### config.mk
export PLATFORM = sky130hd
export DESIGN_NAME = dbl_timer_cmp
export DESIGN_NICKNAME = d
export VERILOG_FILES = /design/src/rtl/dtc_pkg.sv /design/src/rtl/dtc_control.sv /design/src/rtl/dtc_datapath.sv /design/src/rtl/dbl_timer_cmp.sv
export SDC_FILE = /design/constraint.sdc
export NUM_CORES = 1
export LEC_CHECK = 0
export ABC_CLOCK_PERIOD_IN_PS = 2300
export BUFFER_PORTS_ARGS = -buffer_cell sky130_fd_sc_hd__buf_4
export CAP_MARGIN = 20
export CORE_MARGIN = 4
export CORE_UTILIZATION = 59
export CTS_CLUSTER_DIAMETER = 40
export CTS_CLUSTER_SIZE = 25
export DETAILED_ROUTE_END_ITERATION = 10
export PLACE_DENSITY = 0.8
export SLEW_MARGIN = 30
export SYNTH_ARGS = -nofsm -noshare
export SYNTH_HDL_FRONTEND = slang
export SYNTH_SLANG_ARGS = --single-unit
### constraint.sdc
create_clock -name clk -period 2.3 [get_ports clk]
set_input_delay 0.115 -clock clk [delete_from_list [all_inputs] [get_ports clk]]
set_output_delay 0.115 -clock clk [all_outputs]
set_load 0.005 [all_outputs]
### src/rtl/dtc_pkg.sv
package dtc_pkg;
  typedef struct packed {
    logic stageLo0;
    logic stageLo1;
    logic loadAct0;
    logic loadShd0;
    logic loadCmp1;
    logic cntInc;
    logic cntClr;
    logic xfer;
  } dtc_strb_t;
endpackage

### src/rtl/dtc_control.sv
module dtc_control
  import dtc_pkg::*;
#(
  parameter int CNT_W = 16
) (
  input  logic             clk,
  input  logic             rstN,
  input  logic             wrEn,
  input  logic [1:0]       wrAddr,
  input  logic             runEn,
  input  logic             bufEn,
  input  logic             eq0,
  input  logic             eq1,
  input  logic [CNT_W-1:0] cntVal,
  output dtc_strb_t        strb,
  output logic             match0,
  output logic             match1
);
  logic hiWr0;

  always_comb begin
    hiWr0         = wrEn && (wrAddr == 2'd1);
    strb.stageLo0 = wrEn && (wrAddr == 2'd0);
    strb.stageLo1 = wrEn && (wrAddr == 2'd2);
    strb.loadCmp1 = wrEn && (wrAddr == 2'd3);
    strb.loadShd0 = hiWr0;
    strb.loadAct0 = hiWr0 && !bufEn;
    strb.cntClr   = runEn && eq1;
    strb.cntInc   = runEn && !eq1;
    strb.xfer     = bufEn && runEn && eq1;
    match0        = runEn && eq0;
    match1        = runEn && eq1;
  end


  cnt_step_chk: assert property (@(posedge clk) disable iff (!rstN)
    (runEn && !eq1) |=> cntVal == CNT_W'($past(cntVal) + 1'b1));


  cnt_hold_chk: assert property (@(posedge clk) disable iff (!rstN)
    !runEn |=> $stable(cntVal));


  cnt_wrap_chk: assert property (@(posedge clk) disable iff (!rstN)
    match1 |=> cntVal == '0);
endmodule

### src/rtl/dtc_datapath.sv
module dtc_datapath
  import dtc_pkg::*;
#(
  parameter int CNT_W = 16
) (
  input  logic             clk,
  input  logic             rstN,
  input  dtc_strb_t        strb,
  input  logic [CNT_W/2-1:0] wrByte,
  output logic [CNT_W-1:0] cntVal,
  output logic             eq0,
  output logic             eq1
);
  localparam int HALF = CNT_W / 2;

  logic [HALF-1:0]  lo0, lo1;
  logic [CNT_W-1:0] cmp0Act, cmp0Shd, cmp1;

  always_ff @(posedge clk or negedge rstN) begin
    if (!rstN) begin
      lo0     <= '0;
      lo1     <= '0;
      cmp0Act <= '0;
      cmp0Shd <= '0;
      cmp1    <= '0;
      cntVal  <= '0;
    end else begin
      if (strb.stageLo0) lo0 <= wrByte;
      if (strb.stageLo1) lo1 <= wrByte;
      if (strb.loadShd0) cmp0Shd <= {wrByte, lo0};
      if (strb.loadAct0)  cmp0Act <= {wrByte, lo0};
      else if (strb.xfer) cmp0Act <= cmp0Shd;
      if (strb.loadCmp1) cmp1 <= {wrByte, lo1};
      if (strb.cntClr)      cntVal <= '0;
      else if (strb.cntInc) cntVal <= cntVal + 1'b1;
    end
  end

  always_comb begin
    eq0 = (cntVal == cmp0Act);
    eq1 = (cntVal == cmp1);
  end


  act0_keep_chk: assert property (@(posedge clk) disable iff (!rstN)
    (!strb.loadAct0 && !strb.xfer) |=> $stable(cmp0Act));


  shadow_xfer_chk: assert property (@(posedge clk) disable iff (!rstN)
    strb.xfer |=> cmp0Act == $past(cmp0Shd));


  cmp1_keep_chk: assert property (@(posedge clk) disable iff (!rstN)
    !strb.loadCmp1 |=> $stable(cmp1));
endmodule

### src/rtl/dbl_timer_cmp.sv
module dbl_timer_cmp
  import dtc_pkg::*;
#(
  parameter int CNT_W = 16
) (
  input  logic               clk,
  input  logic               rstN,
  input  logic               wrEn,
  input  logic [1:0]         wrAddr,
  input  logic [CNT_W/2-1:0] wrData,
  input  logic               runEn,
  input  logic               bufEn,
  output logic               match0,
  output logic               match1,
  output logic [CNT_W-1:0]   count
);
  dtc_strb_t strb;
  logic      eq0, eq1;

  dtc_control #(.CNT_W(CNT_W)) u_ctrl (
    .clk(clk), .rstN(rstN), .wrEn(wrEn), .wrAddr(wrAddr),
    .runEn(runEn), .bufEn(bufEn), .eq0(eq0), .eq1(eq1),
    .cntVal(count), .strb(strb), .match0(match0), .match1(match1)
  );

  dtc_datapath #(.CNT_W(CNT_W)) u_dp (
    .clk(clk), .rstN(rstN), .strb(strb), .wrByte(wrData),
    .cntVal(count), .eq0(eq0), .eq1(eq1)
  );
endmodule

Word level (Yosys, flattened, before mapping)
Index checks and enable logic that the tools add are counted.
W data, S select, Z words.
{ "op_classes": {"n_addsub": 1, "eq_ne": 5, "muxes": 4, "n_reduce_logical": 15} }
{ "ops": {"columns": ["operator", "n"], "rows": [
  ["$mux W16", 4],
  ["$eq A16 B16 Y1", 2],
  ["$add A16 B1 Y16 const B", 1],
  ["$logic_and A1 B1 Y1", 10],
  ["$eq A2 B2 Y1 const B", 2],
  ["$reduce_bool A2 Y1", 2],
  ["$eq A2 B1 Y1 const B", 1],
  ["$logic_not A1 Y1", 2],
  ["$logic_not A2 Y1", 1]
]} }
{ "totals": {"reg_bits": 80, "inputBits": 15, "out_inout_bits": 18, "word_cells": 31} }

Longest topological paths before layout
{ "logic_depth": {"depth_word": 5, "ltp_mapped": 9, "ltp_nobuf": 6} }

Modules after synthesis
A second synthesis with hierarchy kept.
{ "unflattened": {"hier_cells": 315, "area_unflattened_um2": 3857.4} }
{ "by_module_without_submodules": {"columns": ["module", "instances", "cells_per_inst", "area_each_um2", "seq_area_each_um2"], "rows": [
  ["dtc_datapath", 1, 304, 3769.9, 2001.9],
  ["dtc_control", 1, 11, 87.6, 0.0]
]} }

Least setup slack after synthesis
No wires, ideal clock.
{ "synth_path": {"kind": "register to register", "start": "register u_dp.cntVal[4]", "end": "register u_dp.cntVal[8]", "setup_ns": 0.119, "t_arrival_ns": 1.589, "required_ns": 2.181, "setup_slack_ns": 0.592, "stages_incl_launch_ff": 10, "n_path_buf": 3, "synth_period_minus_slack_ns": 1.708, "cell_sequence": "dfrtp_1 > buf_2 > xor2_1 > nor4_1 > nand4_1 > or2_1 > buf_6 > inv_6 > buf_6 > nor2_1"} }
{ "synth_via": {"word_cells_on_any_way": 8, "cone_classes": "add/sub: 1; eq/ne: 1; mux: 2; reduce/logical: 4"} }
{ "synth_rtl": {"columns": ["element", "line_no", "source"], "rows": [
  ["start: declaration", "dtc_datapath.sv:10", "output logic [CNT_W-1:0] cntVal,"],
  ["start signal: assignment", "dtc_datapath.sv:35", "else if (strb.cntInc) cntVal <= cntVal + 1'b1;"],
  ["$eq A16 B16 Y1 *", "dtc_datapath.sv:41", "eq1 = (cntVal == cmp1);"],
  ["$logic_and A1 B1 Y1 *", null, null],
  ["net match1", "dbl_timer_cmp.sv:14", "output logic match1,"],
  ["$mux W16 or $reduce_bool A2 Y1 (tied branches)", null, null]
]} }
Mark *: on every way through the listed nets, which the timed path passes. The rest lies on a longest branch. The select of a mux whose other input is x is not followed.
A chain may end at the register's enable or synchronous reset.

Final worst setup path
{ "layout_path": {"start": "register u_dp.cntVal[15]", "end": "output match1"} }
{ "layout_via": {"elab_chain_len": 2} }
{ "layout_rtl": {"columns": ["element", "line_no", "source"], "rows": [
  ["$eq A16 B16 Y1", "dtc_datapath.sv:41", null],
  ["$logic_and A1 B1 Y1", "dtc_control.sv:32", "match1 = runEn && eq1;"],
  ["end: declaration", "dbl_timer_cmp.sv:14", null]
]} }
Every way passes these cells.

==> results by stage <==
Yosys:
- The average cell area after synthesis is 10.2 sq um.
- By count the netlist is led by sky130_fd_sc_hd__dfrtp_1, sky130_fd_sc_hd__nand2_1, sky130_fd_sc_hd__xor2_1.
- The count of flip-flops with a built-in enable after synthesis is 0.
- By area the synthesized netlist is led by sky130_fd_sc_hd__dfrtp_1, sky130_fd_sc_hd__xor2_1, sky130_fd_sc_hd__mux2_2.
- The register bit count reported by yosys is 80.
- In this run the cell area of the synthesized design comes to roughly 3900 sq um.
- The largest area contributor in the netlist is sky130_fd_sc_hd__dfrtp_1.
- The distinct cell type count after synthesis is 33.
- The most common flop cell mapped by yosys is sky130_fd_sc_hd__dfrtp_1.
- The share of the Yosys chip area taken by registers is about half.
- Of all flip-flops after synthesis, the portion carrying an async set or reset was 100%.
- The most instantiated library cell after synthesis is sky130_fd_sc_hd__dfrtp_1.
- After technology mapping, the gate count stands at ~380.
- The Yosys warning count is 0.
- The top cell type by area accounts for approximately half of the synthesized area.
- Counting every net in the synthesized netlist gives 395.

Die:
- The core region is about 6300 sq um.
- The initial cell density of the core is between 60% and 70%.
- Row generation in the floorplan step produced 29 rows.
- The die is 88.9 um tall.
- The I/O pin count is 33.
- The floorplan die area is ~7900 sq um.
- The die span in x is 88.9 um.

Finish:
- Counting the fill cells in the layout gives between 400 and 500.
- The total non-filler cell area in the finished layout is 4420 sq um.
- The area growth from synthesis to layout is 14.4%.
- The finished layout holds just under 500 standard cells, fillers aside.
- 0 antenna diodes ended up in the layout.
- The fraction of layout cells with a size suffix above 1 is 23.6%.
- The final core area utilization is a little over two thirds.
- The total number of nets in the final design is 426.
- The combined flip-flop and latch cell area is 2010 sq um.
- The area taken by multi-input logic gates is 1700 sq um.

Setup path:
- The kind of start point of the critical path is a flop.
- Among cell families on the critical path, the largest total delay comes from simple AND/OR/NAND/NOR gates.
- The signal arrival time at the worst endpoint is approximately 2.1 ns.
- On the critical path, the stage with the largest delay is an instance of sky130_fd_sc_hd__dfrtp_1.
- The worst path buffer plus inverter count is 2.
- The worst setup path is captured at an output pin.
- For flop-to-flop paths, the worst setup slack is between 0.2 and 0.3 ns.
- The critical path's largest stage delay is between 0.4 and 0.5 ns.
- STA puts the critical path data required time at roughly 2.2 ns.
- The category of the critical setup timing path is flop to output pin.
- The highest net fanout along the worst path is 14.
- The critical path goes through xor2_1 -> nor4_1 -> nand4_1 -> or2_4 -> inv_6 -> buf_4.

Run:
- Max-cap violations in this run came to 0.

Placement:
- Once detailed placement completed, the half-perimeter wirelength came to roughly 6300 um.
- The congestion estimate from routability-driven global placement came to ~0.89.
- Including well taps, the total number of placed cells is ~480.
- In this run the cell area measured after placement is 4170 sq um.
- The number of input and output port buffers inserted is 32.

Route:
- In this run, the number of DRC markers left after iteration 0 of detailed routing was roughly 360.
- For this run, the detailed router's first-pass iteration total came to 4.
- The DRC violation count after routing is 0.
- The routed via count divided by cell count is around 6.1.
- The final wirelength is 9150 um.
- The routed length per placed instance is approximately 19 um.
- The number of antenna-violating nets in the routed design is 0.
- The number of vias in the routed layout is 2,979.

Clock tree:
- The number of H-tree levels is 3.
- Clock latency on the worst-skew pair, taken at its later pin, is about 0.36 ns.
- The number of buffers on the longest clock path is 2.
- Buffers inserted during clock tree synthesis total 9.
- For this design, the sink count on the clock tree is 80.
- The TritonCTS clock tree is done.
- The clock input transition at the sequential cells of the worst setup and hold paths is approximately 0.090 ns.
- The cell sitting at the root of the clock tree is a sky130_fd_sc_hd__clkbuf_8.

Power:
- Dividing total power by cell area gives a power density of 879 nW/um^2.
- The maximum vdd drop is about 0.78 mV.
- Power comes to 3.89 mW.
- The static leakage is between 2 and 2.5 nW.

Timing:
- The post-route clock period utilization is between 90 and 100%.
- The final setup violation count is 0.
- Setup repair after global routing left no endpoint under its margin.
- At the pin with the least slew margin, the transition time is approximately 0.77 ns.
- The worst clock skew on the final layout is just under 0.005 ns.
- The highest clock rate is approximately 440 MHz.
- The number of endpoints with negative hold slack in the final report is 0.
- The smallest clock period supported by the final layout is computed as about 2.2 ns.
- The setup TNS is 0 ns.
- The headroom to the max-slew limit is 48.7%.
- The number of pins exceeding their max-slew limit in the final report is 0.

Global route:
- The number of global-route vias before repair is between 2k and 3k.
- The total overflow left after global routing is 0.
- The first global-routing pass estimated approximately 15,000 um of wire.
- The initial antenna violation count was 0.
- Entering global routing, the biggest net connects 51 pins.
- Global routing consumed, over all layers together, between 20% and 30% of the routing resources.

Outcome:
- The flow ran to the end, and the final reports show no timing, DRC or antenna violations.

Worst hold path:
- The classification of the worst-slack hold path is input port to flop.
==> report_power, final <==
group / switching, mW / total, mW / internal [mW] / leakage (nW)
Combinational: 0.402 / 0.818 / 0.416 / 1.06
Sequential: 0.229 / 1.89 / 1.66 / 0.941
Clock: 0.551 / 1.18 / 0.624 / 0.114
Total: 1.18 / 3.89 / 2.70 / 2.12
==> path summary, 6_finish.rpt <==
path,startpoint,to,cells after the start
min,wrData[2],u_dp.lo1[2]$_DFFE_PN0P_,2
max,u_dp.cntVal[15]$_DFFE_PN0P_,match1,6
min reg2reg,u_dp.cmp0Shd[12]$_DFFE_PN0N_,u_dp.cmp0Shd[12]$_DFFE_PN0N_,2
min in group asynchronous,rstN,u_dp.cmp0Act[6]$_DFFE_PN0P_,2
max in group asynchronous,rstN,u_dp.cntVal[8]$_DFFE_PN0P_,3
max reg2reg,u_dp.cntVal[15]$_DFFE_PN0P_,u_dp.cmp0Act[4]$_DFFE_PN0P_,6
==> registers in the layout, indices dropped and copies added, names as in the netlist <==
register,flops
u_dp.cmp0Act,16
u_dp.cmp0Shd,16
u_dp.cmp1,16
u_dp.cntVal,16
u_dp.lo0,8
u_dp.lo1,8
==> cell families (layout without fill, tap and decap cells) <==
kind of cell,after synthesis,after routing,share of synthesized area (%)
muxes,32,32,9.33
buffers and inverters,36,72,4.47
AOI/OAI and AO/OA,51,51,8.20
adders and majority gates,1,1,0.324
xor gates and xnor gates,45,45,10.2
DFF,80,80,51.8
and+or+nand+nor,134,134,15.6
==> final cells by class <==
type	instances	area share [%]
inverters	13	1.22
repair buffers	43	7.64
well taps	77	2.18
clock buffers	9	2.80
multi-input cells	263	38.4
clock inverters	7	2.35
flip-flops and latches	80	45.4
==> timing repair <==
item / 4_1_cts / 5_1_grt
buffers inserted: 0 / 0
hold buffers: 1 / 0
cloned: 0 / 0
pin swaps: 0 / 1
endpoints found under the setup margin: 1 / 1
gates resized for setup: 1 / 5
endpoints found under the hold margin: 49 / 0
==> cells in the final DEF, fill, tap and decap left out, drive strengths merged, types with 7 or more instances in the layout <==
master and count:
dfrtp 80, buf 42, nor2 16, a21oi 16, clkbuf 9, xor2 42, nand3 16, a31oi 7
o21ai 11, o211ai 8, inv 15, nand2 73, nor4 7, mux2 32, o32ai 7
==> per-layer routing <==
layer	wire, um	vias to the layer above	GRT usage, %	share of wire [%]
li1	-	1356	-	-
met1	3920	1442	36.3	43
met2	4190	159	37.5	46
met3	738	22	5.62	8.1
met4	300	0	10.0	3.3
met5	0	-	0	0
==> stage by stage <==
step / hold slack, ns / setup slack (ns)
after floorplan: -0.181 / 0.592
after global placement: 0.178 / 0.395
after detailed placement: 0.186 / 0.349
after CTS: 0.0158 / 0.0453
after global routing: 0.0261 / 0.00156
final: 0.0181 / 0.0528
Power figures use the tool's default switching activity.
